`config.mk`:
```
export PLATFORM = sky130hd
export DESIGN_NAME = dbgw_unit
export DESIGN_NICKNAME = d
export VERILOG_FILES = /design/src/rtl/dbgw_pkg.sv /design/src/rtl/dbgw_slot.sv /design/src/rtl/dbgw_ctrl.sv /design/src/rtl/dbgw_status.sv /design/src/rtl/dbgw_unit.sv
export SDC_FILE = /design/constraint.sdc
export NUM_CORES = 1
export LEC_CHECK = 0
export BUFFER_PORTS_ARGS = -buffer_cell sky130_fd_sc_hd__buf_4
export CAP_MARGIN = 20
export CORE_MARGIN = 2
export CORE_UTILIZATION = 40
export CTS_CLUSTER_DIAMETER = 150
export CTS_CLUSTER_SIZE = 24
export DETAILED_ROUTE_END_ITERATION = 10
export HOLD_SLACK_MARGIN = 0.03
export PLACE_DENSITY = 0.54
export SYNTH_ARGS = -nofsm -noshare
export SYNTH_HDL_FRONTEND = slang
export SYNTH_SLANG_ARGS = --single-unit
```
`constraint.sdc`:
```
create_clock -name clk -period 11.5 [get_ports clk]
set_input_delay 0.575 -clock clk [delete_from_list [all_inputs] [get_ports clk]]
set_output_delay 0.575 -clock clk [all_outputs]
set_load 0.005 [all_outputs]
```
`src/rtl/dbgw_pkg.sv`:
```
package dbgw_pkg;
  typedef enum logic [1:0] {
    ACC_FETCH = 2'b00,
    ACC_WRITE = 2'b01,
    ACC_READ  = 2'b10,
    ACC_IDLE  = 2'b11
  } acc_kind_e;

  localparam logic [1:0] RW_FETCH = 2'b00;
  localparam logic [1:0] RW_WR    = 2'b01;
  localparam logic [1:0] RW_IO    = 2'b10;
  localparam logic [1:0] RW_RDWR  = 2'b11;

  localparam logic [1:0] LEN_1 = 2'b00;
  localparam logic [1:0] LEN_2 = 2'b01;
  localparam logic [1:0] LEN_8 = 2'b10;
  localparam logic [1:0] LEN_4 = 2'b11;

  localparam logic [2:0] SEL_CTRL = 3'd4;
  localparam logic [2:0] SEL_STAT = 3'd5;

  localparam int FIELD_BASE = 16;
  localparam int FIELD_W    = 4;
  localparam int RSV_LO     = 10;
  localparam int RSV_N      = 6;

  // Length code to log2 of the region size in bytes.
  function automatic logic [1:0] len_log2(input logic [1:0] code);
    case (code)
      LEN_1:   len_log2 = 2'd0;
      LEN_2:   len_log2 = 2'd1;
      LEN_4:   len_log2 = 2'd2;
      default: len_log2 = 2'd3;
    endcase
  endfunction
endpackage

```
`src/rtl/dbgw_slot.sv`:
```
module dbgw_slot
  import dbgw_pkg::*;
#(
  parameter int ADDR_W     = 32,
  parameter bit ALLOW_LEN8 = 1'b1
) (
  input  logic              clk,
  input  logic              rst_n,
  input  logic              addr_we,
  input  logic [ADDR_W-1:0] addr_wdata,
  input  logic [1:0]        en,
  input  logic [3:0]        fld,
  input  logic              acc_valid,
  input  logic [1:0]        acc_kind,
  input  logic [ADDR_W-1:0] acc_addr,
  input  logic [1:0]        acc_size,
  output logic              match
);
  logic [ADDR_W-1:0] addr_q, addr_d;
  logic [1:0]        rw, lc, lg;
  logic [ADDR_W-1:0] base;
  logic [ADDR_W:0]   reg_end, acc_end;
  logic              overlap, len_ok, kind_ok;

  always_comb begin
    addr_d = addr_q;
    if (addr_we) addr_d = addr_wdata;
  end

  always_ff @(posedge clk or negedge rst_n) begin
    if (!rst_n)       addr_q <= '0;
    else if (addr_we) addr_q <= addr_d;
  end

  always_comb begin
    rw      = fld[1:0];
    lc      = fld[3:2];
    lg      = len_log2(lc);
    len_ok  = (lc != LEN_8) || ALLOW_LEN8;
    base    = addr_q & ({ADDR_W{1'b1}} << lg);
    reg_end = {1'b0, base} + ((ADDR_W+1)'(1) << lg);
    acc_end = {1'b0, acc_addr} + ((ADDR_W+1)'(1) << acc_size);
    overlap = ({1'b0, acc_addr} < reg_end) && ({1'b0, base} < acc_end);
    case (rw)
      RW_FETCH: kind_ok = (acc_kind == ACC_FETCH) && (lc == LEN_1) && (acc_addr == addr_q);
      RW_WR:    kind_ok = (acc_kind == ACC_WRITE) && overlap;
      RW_RDWR:  kind_ok = ((acc_kind == ACC_WRITE) || (acc_kind == ACC_READ)) && overlap;
      default:  kind_ok = 1'b0;
    endcase
    match = acc_valid && (|en) && len_ok && kind_ok;
  end

  // a vacant slot stays silent
  p_vacant_r2: assert property (@(posedge clk) disable iff (!rst_n)
    (en == 2'b00) |-> !match);
  // the I/O type code never matches
  p_io_silent_r3: assert property (@(posedge clk) disable iff (!rst_n)
    (fld[1:0] == RW_IO) |-> !match);
  // a fetch slot ignores data accesses
  p_fetch_only_r5: assert property (@(posedge clk) disable iff (!rst_n)
    (fld[1:0] == RW_FETCH && acc_kind != ACC_FETCH) |-> !match);
endmodule

```
`src/rtl/dbgw_ctrl.sv`:
```
module dbgw_ctrl
  import dbgw_pkg::*;
#(
  parameter int NUM_SLOTS = 4
) (
  input  logic        clk,
  input  logic        rst_n,
  input  logic        we,
  input  logic [31:0] wdata,
  input  logic        task_switch,
  output logic [31:0] ctrl_q
);
  function automatic logic [31:0] enable_mask(input int off);
    logic [31:0] m;
    m = '0;
    for (int i = 0; i < NUM_SLOTS; i++) m[2*i+off] = 1'b1;
    return m;
  endfunction

  localparam logic [31:0] LOCAL_MASK  = enable_mask(0);
  localparam logic [31:0] GLOBAL_MASK = enable_mask(1);
  localparam logic [31:0] KEEP_MASK   = ~(32'((1 << RSV_N) - 1) << RSV_LO);

  logic [31:0] ctrl_d;
  logic        ctrl_en;

  always_comb begin
    ctrl_en = we || task_switch;
    ctrl_d  = we ? (wdata & KEEP_MASK) : ctrl_q;
    if (task_switch) ctrl_d = ctrl_d & ~LOCAL_MASK;
  end

  always_ff @(posedge clk or negedge rst_n) begin
    if (!rst_n)       ctrl_q <= '0;
    else if (ctrl_en) ctrl_q <= ctrl_d;
  end

  // reserved bits read back zero
  p_rsv_zero_r8: assert property (@(posedge clk) disable iff (!rst_n)
    ctrl_q[RSV_LO +: RSV_N] == '0);
  // local enables gone after a task switch
  p_local_clr_r6: assert property (@(posedge clk) disable iff (!rst_n)
    task_switch |=> ((ctrl_q & LOCAL_MASK) == '0));
  // global enables survive a task switch
  p_global_keep_r6: assert property (@(posedge clk) disable iff (!rst_n)
    (task_switch && !we) |=> ((ctrl_q & GLOBAL_MASK) == $past(ctrl_q & GLOBAL_MASK)));
endmodule

```
`src/rtl/dbgw_status.sv`:
```
module dbgw_status #(
  parameter int NUM_SLOTS = 4
) (
  input  logic                 clk,
  input  logic                 rst_n,
  input  logic [NUM_SLOTS-1:0] match,
  input  logic                 clr_we,
  input  logic [NUM_SLOTS-1:0] clr_mask,
  output logic [NUM_SLOTS-1:0] status_q,
  output logic                 trap_q
);
  logic [NUM_SLOTS-1:0] clr_eff, status_d;
  logic                 status_en, trap_d;

  always_comb begin
    clr_eff   = clr_we ? clr_mask : '0;
    status_en = clr_we || (|match);
    status_d  = (status_q & ~clr_eff) | match;
    trap_d    = |(match & ~status_q);
  end

  always_ff @(posedge clk or negedge rst_n) begin
    if (!rst_n) begin
      status_q <= '0;
    end else if (status_en) begin
      status_q <= status_d;
    end
  end

  always_ff @(posedge clk or negedge rst_n) begin
    if (!rst_n) trap_q <= 1'b0;
    else        trap_q <= trap_d;
  end

  // a set bit is lost only through a write-one clear
  p_sticky_r7: assert property (@(posedge clk) disable iff (!rst_n)
    1'b1 |=> ((($past(status_q) & ~$past(clr_eff)) & ~status_q) == '0));
  // every matching slot is flagged
  p_all_set_r10: assert property (@(posedge clk) disable iff (!rst_n)
    (|match) |=> ((status_q & $past(match)) == $past(match)));
  // a trap always has a flagged slot behind it
  p_trap_cause_r9: assert property (@(posedge clk) disable iff (!rst_n)
    trap_q |-> (status_q != '0));
endmodule

```
`src/rtl/dbgw_unit.sv`:
```
module dbgw_unit
  import dbgw_pkg::*;
#(
  parameter int NUM_SLOTS  = 4,
  parameter int ADDR_W     = 32,
  parameter bit ALLOW_LEN8 = 1'b1
) (
  input  logic                 clk,
  input  logic                 rst_n,
  input  logic                 acc_valid,
  input  logic [1:0]           acc_kind,
  input  logic [ADDR_W-1:0]    acc_addr,
  input  logic [1:0]           acc_size,
  input  logic                 reg_we,
  input  logic [2:0]           reg_sel,
  input  logic [31:0]          reg_wdata,
  input  logic                 task_switch,
  output logic [31:0]          ctrl_word,
  output logic [NUM_SLOTS-1:0] hit_status,
  output logic                 trap
);
  logic [NUM_SLOTS-1:0] slot_match;
  logic                 ctrl_we, stat_we;

  assign ctrl_we = reg_we && (reg_sel == SEL_CTRL);
  assign stat_we = reg_we && (reg_sel == SEL_STAT);

  dbgw_ctrl #(.NUM_SLOTS(NUM_SLOTS)) u_ctrl (
    .clk         (clk),
    .rst_n       (rst_n),
    .we          (ctrl_we),
    .wdata       (reg_wdata),
    .task_switch (task_switch),
    .ctrl_q      (ctrl_word)
  );

  for (genvar i = 0; i < NUM_SLOTS; i++) begin : g_slot
    dbgw_slot #(.ADDR_W(ADDR_W), .ALLOW_LEN8(ALLOW_LEN8)) u_slot (
      .clk        (clk),
      .rst_n      (rst_n),
      .addr_we    (reg_we && (reg_sel == 3'(i))),
      .addr_wdata (reg_wdata[ADDR_W-1:0]),
      .en         (ctrl_word[2*i +: 2]),
      .fld        (ctrl_word[FIELD_BASE + FIELD_W*i +: FIELD_W]),
      .acc_valid  (acc_valid),
      .acc_kind   (acc_kind),
      .acc_addr   (acc_addr),
      .acc_size   (acc_size),
      .match      (slot_match[i])
    );
  end

  dbgw_status #(.NUM_SLOTS(NUM_SLOTS)) u_status (
    .clk      (clk),
    .rst_n    (rst_n),
    .match    (slot_match),
    .clr_we   (stat_we),
    .clr_mask (reg_wdata[NUM_SLOTS-1:0]),
    .status_q (hit_status),
    .trap_q   (trap)
  );
endmodule

```
==> results of run 1 <==
[logic make-up after synthesis]
kind of cell	after synthesis	synth area share, %
AOI/OAI and AO/OA	272	10.8
adders and majority gates	271	21.0
xor gates and xnor gates	276	14.8
DFF	159	24.3
and+or+nand+nor	499	16.2
other	1	0.0229
buffers and inverters	95	2.38
muxes	155	10.6
[synthesized netlist by cell type (all sizes together) (24+ instances only)]
cell type    n  area [µm²]
a21o        40         300
a21oi       81         409
and3        33         206
clkbuf      49         185
dfrtp      159        3980
ha         266        3330
inv         31         116
mux2       151        1700
nand2      134         503
nand3       58         290
nand4       67         419
nor2        57         214
nor2b       24         150
nor4        33         206
o21ai       58         290
xnor2      108         946
xor2       168        1470
[final cells by class]
type / count / area, µm²
fill: 3938 / 22300
sequential: 159 / 3980
timing repair buffer: 122 / 920
clock buffer: 19 / 433
multi-input combinational: 1479 / 12000
tap: 532 / 666
clock inverter: 12 / 184
inverter: 31 / 116
[sequential cells by signal (all words and copies together) (netlist names)]
signal / cells
u_ctrl.ctrl_q: 26
u_status.trap_q: 1
g_slot.u_slot.addr_q: 128
u_status.status_q: 4
[worst paths after layout]
kind | startpoint | end | cells after the start
min in group asynchronous | rst_n | g_slot[1].u_slot.addr_q[9]$_DFFE_PN0P_ | 2
hold reg to reg | u_ctrl.ctrl_q[9]$_DFFE_PN0P_ | u_ctrl.ctrl_q[9]$_DFFE_PN0P_ | 1
max in group asynchronous | rst_n | g_slot[3].u_slot.addr_q[28]$_DFFE_PN0P_ | 3
setup reg to reg | u_ctrl.ctrl_q[19]$_DFFE_PN0P_ | u_status.trap_q$_DFF_PN0_ | 20
hold / removal | task_switch | u_ctrl.ctrl_q[4]$_DFFE_PN0P_ | 2
setup / recovery | u_ctrl.ctrl_q[19]$_DFFE_PN0P_ | u_status.trap_q$_DFF_PN0_ | 20
[critical path: cells and delay by family (launching register included)]
family	cells	cell delay, ns
simple gates	8	2.57
buf+inv	2	0.32
flops	1	0.59
compound gates	7	2.51
xor+xnor	1	0.08
fa+ha+maj	2	0.58
[per-stage QoR]
stage               cell area, µm²  util, %  power, mW  hold WS (ns)
CTS                          18300     45.1       2.83         0.237
detailed placement           17700     43.5       2.19         0.504
floorplan                    16400        -       1.67         0.279
global placement             17700     43.5       2.17         0.499
global route                 18300     45.1       3.02         0.244
finish                       18300     45.1       2.83         0.275
[routing by layer]
metal	wire length [µm]	track usage [%]
met3	4580	7.28
met4	2810	13.5
met1	27500	39.6
met5	31	0
met2	29500	49.7
[power breakdown]
group          total, mW  internal (mW)  switching (mW)
Combinational       1.23          0.566           0.665
Sequential         0.981          0.681           0.301
Clock              0.619          0.363           0.257
Total               2.83           1.61            1.22
[what timing repair did]
| item | 4_1_cts | 5_1_grt |
|---|---|---|
| hold endpoints to repair | 31 | 0 |
| endpoints found under the setup margin | 0 | 0 |
| resized for setup | 0 | 0 |
| hold buffers | 1 | 0 |
==> summary.md, run 1 <==
| Metric | Value |
|---|---|
| Status | `complete, no violations` |
| Hold Path Class | `input pin to register` |
| Synth Register Bits | `159` |
| Diodes inserted | `0` |
| Share of cells above drive strength 1 | `17.8%` |
| Area Growth Syn to Fin | `12.0%` |
| CP cell instances | `nand2b_1, inv_1, ha_1, and4bb_2, o21a_1, o21ai_0, a211oi_1, nand2_1, or2_2, nor2_1, xnor2_1, ha_1, nand4_1, nor4_1, o311ai_0, clkbuf_2, a221o_1, nor2b_1, a31oi_1, a211o_1` |
| Fin Clk Skew | `0.0167 ns` |
| Num CTS Buffers | `17` |
| Post-CTS Setup Bufs | `0` |
| Worst Tran Pin Value | `1.10 ns` |
| Final Hold Viols | `0` |
| IO Port Bufs | `106` |
| Pwr dens | `154 nW/µm²` |
| Vias in the first global route | `14,000` |
| Yosys warns | `0` |
| Leakage | `7.93 nW` |
| Clk_lat worst skew | `0.49 ns` |
| Startpoint types | `register` |
| Post-Synthesis Cell Area | `16,400 µm²` |
| Final setup fails | `0` |
| Dpl ws | `5.04 ns` |
| Critical Path RT | `11.87 ns` |
| Max Fclk | `0.148 GHz` |
| Max Cap Violations | `0` |
| Data arrival time of the worst path | `7.15 ns` |
| Top_reg_cell synth | `dfrtp_1` |
| Antenna violations before repair | `3` |
| Final ANT Viol Nets | `0` |
| Die Width | `206 µm` |
| Ys async rst share | `100%` |
| Layout Cells excl Fill | `2,354` |
| Number of remaining DRC errors | `0` |
| Initial DRC count | `1,267` |
| Vias | `14,200` |
| RSZ-0062 raised after global routing | `false` |
| Post-synth EDFFs | `0` |
| Nature of the critical path endpoint | `register` |
| Syn_area_per_cell | `9.47 µm²` |
| Largest net degree at the start of global routing | `66` |
| Commonest non-fill, non-tap cell in the layout | `ha_1` |
| Global-route usage over all layers | `31.0%` |
| I/O Pins | `113` |
| Max_slew headroom | `26.5%` |
| Final setup margin | `4.72 ns` |
| RePlAce Congestion | `1.04` |
| Setup CP Type | `register to register` |
| Final Slew Violations | `0` |
| Initial core utilization | `40.3%` |
| Global route total overflow | `0` |
| Routed wire length | `64,400 µm` |
| R2R Setup Slk | `4.72 ns` |
| Cell total after placement | `2,321` |
| Register area share after synthesis | `24.3%` |
| Most frequent cells in the layout | `ha_1, xor2_1, dfrtp_1` |
| Clock-pin slew on the worst setup and hold paths | `0.07 ns` |
| Mapped Cells | `1,728` |
| VDD IR max | `0.112 mV` |
| CTS tree | `built` |
| CP most frequent cell | `ha_1` |
| Root Buffer | `clkbuf_16` |
| Top fanout value on the critical path | `10` |
| Setup TNS | `0 ns` |
| Final HPWL DP | `51,800 µm` |
| Die height | `206 µm` |
| Detailed-route vias per instance | `6.04` |
| Row count | `74` |
| DR pass1 iterations | `5` |
| Fin crit share | `58.9%` |
| Post-layout minimum cycle time | `6.78 ns` |
| First-pass GRT wire length | `93,800 µm` |
| Drt wl/cell | `27.4 µm` |
| Yosys cell types | `68` |
| Core Area | `40,600 µm²` |
| Max Root-Sink Buffers | `2` |
| Die ar. | `42,500 µm²` |
| Critical path's slowest cell | `a211oi_1` |
| Clk sinks | `159` |
| CP max stage delay | `0.95 ns` |
| Max H-tree Level | `4` |
| Nets | `2,157` |
Note: power is estimated with default switching activity, not from simulation.
==> inputs of run 2 (changes only) <==
Settings changed: ABC_AREA from default to 1, PLACE_DENSITY 0.54 to 0.56.
Clock period 11.5 ns to 6.01 ns, I/O delays scaled along.
==> summary.md, run 2 <==
| Metric | Value |
|---|---|
| Status | `complete, no violations` |
| Vias | `17,800 (+25%)` |
| Synth top cells by count | `nand2_1, inv_1, ha_1` |
| Most frequent cell after synthesis | `nand2_1` |
| Post-synth EDFFs | `0 (unchanged)` |
| Worst-case reg-to-reg path depth | `23 (+15%)` |
| Post-DP Area | `19,200 µm² (+8.4%)` |
| DR pass1 iterations | `5 (unchanged)` |
| Num CTS Buffers | `17 (unchanged)` |
| RSZ-0062 raised after global routing | `false` |
| Critical Path RT | `6.45 ns (-5.42 ns)` |
| Nets | `2,994 (+39%)` |
| VDD IR max | `0.260 mV (+130%)` |
| Yosys warns | `0 (unchanged)` |
| Detailed-route vias per instance | `5.47 (-9.5%)` |
| Yosys cell types | `47 (-31%)` |
| Post-CTS Setup Bufs | `0 (unchanged)` |
| Most frequent cells in the layout | `nand2_1, inv_1, ha_1` |
| Post-Synthesis Cell Area | `17,900 µm² (+9.6%)` |
| Die ar. | `46,500 µm² (+9.4%)` |
| Cell total after placement | `3,219 (+39%)` |
| Mapped Cells | `2,583 (+49%)` |
| First-pass GRT wire length | `105,000 µm (+12%)` |
| Commonest non-fill, non-tap cell in the layout | `nand2_1` |
| Clk_lat worst skew | `0.50 ns (about the same)` |
| Pwr Total | `5.04 mW (+78%)` |
| Startpoint types | `register` |
| Largest net degree at the start of global routing | `102 (+55%)` |
| Initial DRC count | `1,559 (+23%)` |
| Vias in the first global route | `17,000 (+21%)` |
| Routed wire length | `69,100 µm (+7.2%)` |
| Drt wl/cell | `21.2 µm (-22%)` |
| Nature of the critical path endpoint | `register` |
| HP Start | `reg_wdata[13]` |
| Max Fclk | `0.216 GHz (+46%)` |
| Root Buffer | `clkbuf_16` |
| Hold Path Class | `input pin to register` |
| Core Area | `44,200 µm² (+8.8%)` |
| Final Hold Viols | `0 (unchanged)` |
| Row count | `77 (+4.1%)` |
| Clock-pin slew on the worst setup and hold paths | `0.08 ns (about the same)` |
| Final Slew Violations | `0 (unchanged)` |
| Setup TNS | `0 ns (unchanged)` |
| FF-to-FF End | `u_status.trap_q$_DFF_PN0_` |
| Number of remaining DRC errors | `0 (unchanged)` |
| Ys async rst share | `100% (unchanged)` |
| CTS tree | `built` |
| Register area share after synthesis | `22.2% (-2.1 points)` |
| RR Startpoint | `u_ctrl.ctrl_q[19]$_DFFE_PN0P_` |
| Die Width | `216 µm (+4.6%)` |
| Reg with most FFs | `g_slot.u_slot.addr_q` |
| Area contributors post-synth | `dfrtp_1, ha_1, nand2_1` |
| Max Root-Sink Buffers | `2 (unchanged)` |
| Share of cells above drive strength 1 | `8.65% (-9.1 points)` |
| Dpl ws | `1.49 ns (-3.55 ns)` |
| Max reg flops | `128 (unchanged)` |
| Final setup fails | `0 (unchanged)` |
| Post-layout minimum cycle time | `4.63 ns (-2.15 ns)` |
| Layout Cells excl Fill | `3,252 (+38%)` |
| IO Port Bufs | `106 (unchanged)` |
| Finished Cell Area | `19,800 µm² (+8.0%)` |
| Antenna violations before repair | `0 (-3)` |
| Synth Register Bits | `159 (unchanged)` |
| Top Registers | `g_slot.u_slot.addr_q: 128 flops, u_ctrl.ctrl_q: 26 flops, u_status.status_q: 4 flops` |
| Final HPWL DP | `55,800 µm (+7.8%)` |
| RePlAce Congestion | `1.01 (-2.4%)` |
| Area Growth Syn to Fin | `10.4%` |
| Final setup margin | `1.38 ns (-3.34 ns)` |
| Top_reg_cell synth | `dfrtp_1` |
| R2R Setup Slk | `1.38 ns (-3.34 ns)` |
| Fin Clk Skew | `0.0128 ns (-0.00387 ns)` |
| Setup CP Type | `register to register` |
| Post-synth top area share | `22.2% (-2.1 points)` |
| Final ANT Viol Nets | `0 (unchanged)` |
| Data arrival time of the worst path | `5.07 ns (-2.08 ns)` |
| Die height | `216 µm (+4.6%)` |
| Max H-tree Level | `4 (unchanged)` |
| Fin crit share | `77.0% (+18 points)` |
| Hold Crit Endpoint | `g_slot[1].u_slot.addr_q[13]$_DFFE_PN0P_` |
| Global-route usage over all layers | `30.1% (-0.84 points)` |
| I/O Pins | `113 (unchanged)` |
| Initial core utilization | `40.5% (+0.28 points)` |
| Max_slew headroom | `31.9% (+5.3 points)` |
| Leakage | `9.73 nW (+23%)` |
| Max Cap Violations | `0 (unchanged)` |
| Pwr dens | `255 nW/µm² (+65%)` |
| Leading area contributor after synthesis | `dfrtp_1` |
| Top fanout value on the critical path | `6 (-4)` |
| Worst Tran Pin Value | `1.01 ns (-0.0843 ns)` |
| Clk sinks | `159 (unchanged)` |
| Global route total overflow | `0 (unchanged)` |
| Syn_area_per_cell | `6.94 µm² (-27%)` |
| Cell depth of the worst min-delay path | `3 (+1)` |
==> run 2: cell types whose count changed in the layout (fill, tap and decap cells not counted), moves of 34 or more <==
cell | previous run | this run
nand2_1 | 134 | 707
mux2_2 | 151 | 0
inv_1 | 31 | 274
xnor2_1 | 108 | 48
a21o_1 | 40 | 6
o21ai_0 | 57 | 196
nand3_1 | 58 | 93
nor3_1 | 21 | 74
nor2_1 | 56 | 214
==> run 2: cells by family after synthesis <==
group / after synthesis / synth area share [%]
AOI/OAI and AO/OA: 337 / 9.92
buffers and inverters: 348 / 7.80
and+or+nand+nor: 1257 / 30.7
other: 1 / 0.0209
xor gates and xnor gates: 206 / 10.1
DFF: 159 / 22.2
adders and majority gates: 271 / 19.1
muxes: 4 / 0.223
==> run 2: worst max-delay path: stages (launching register included) <==
cell,delay [ns]
dfrtp_1,0.45
nor2_2,0.26
nand2_1,0.18
fa_1,0.44
nor2_1,0.31
o21ai_0,0.26
nor3_2,0.33
nand4_1,0.25
nor4_1,0.51
xnor2_1,0.19
ha_1,0.26
a21oi_1,0.14
o21ai_0,0.09
nand2_1,0.06
nand2_1,0.05
a21oi_1,0.12
nor2_1,0.05
nor2_1,0.10
nand3_1,0.16
nand2_1,0.12
nand3_1,0.07
nand2_1,0.07
inv_1,0.04
nand2_1,0.06
==> run 2: worst max path at each step <==
stage                                       start                        end  slack (ns)  depth (start not counted)
floorplan           u_ctrl.ctrl_q[27]$_DFFE_PN0P_  u_status.trap_q$_DFF_PN0_        2.66                         27
CTS                 u_ctrl.ctrl_q[19]$_DFFE_PN0P_  u_status.trap_q$_DFF_PN0_        1.45                         23
detailed placement  u_ctrl.ctrl_q[19]$_DFFE_PN0P_  u_status.trap_q$_DFF_PN0_        1.49                         23
global placement                      acc_size[1]  u_status.trap_q$_DFF_PN0_        1.50                         24
finish              u_ctrl.ctrl_q[19]$_DFFE_PN0P_  u_status.trap_q$_DFF_PN0_        1.38                         23
global route        u_ctrl.ctrl_q[19]$_DFFE_PN0P_  u_status.trap_q$_DFF_PN0_        1.00                         23
==> run 2: routing by layer <==
layer,GRT usage [%],wire length [µm],up-vias
met4,11.3,2210,0
met5,0,0,-
met3,5.06,5090,111
met2,46.7,29900,679
li1,-,-,8582
met1,41.9,31900,8408
==> run 2: final cells by class <==
cell class / count / area [µm²]
fill: 4567 / 24400
multi-input combinational: 2081 / 12600
sequential: 159 / 3980
inverter: 274 / 1030
timing repair buffer: 114 / 862
tap: 592 / 741
clock buffer: 17 / 425
clock inverter: 14 / 174
antenna: 1 / 2.50
==> run 2: timing repair <==
action                                 4_1_cts  5_1_grt
endpoints found under the hold margin      100        0
hold buffers                                 1        0
gates resized for setup                      0        0
==> run 2: where the power goes <==
| part | total (mW) | internal (mW) | switching [mW] |
|---|---|---|---|
| Combinational | 2.12 | 0.839 | 1.28 |
| Sequential | 1.75 | 1.27 | 0.477 |
| Clock | 1.18 | 0.626 | 0.549 |
| Total | 5.04 | 2.74 | 2.30 |
==> run 2: through the flow <==
step / utilization [%] / hold WS, ns
2_1_floorplan: - / 0.00491
3_3_place_gp: 43.4 / 0.473
3_5_place_dp: 43.4 / 0.484
4_1_cts: 44.8 / 0.0878
5_1_grt: 44.8 / 0.135
6_report: 44.8 / 0.122
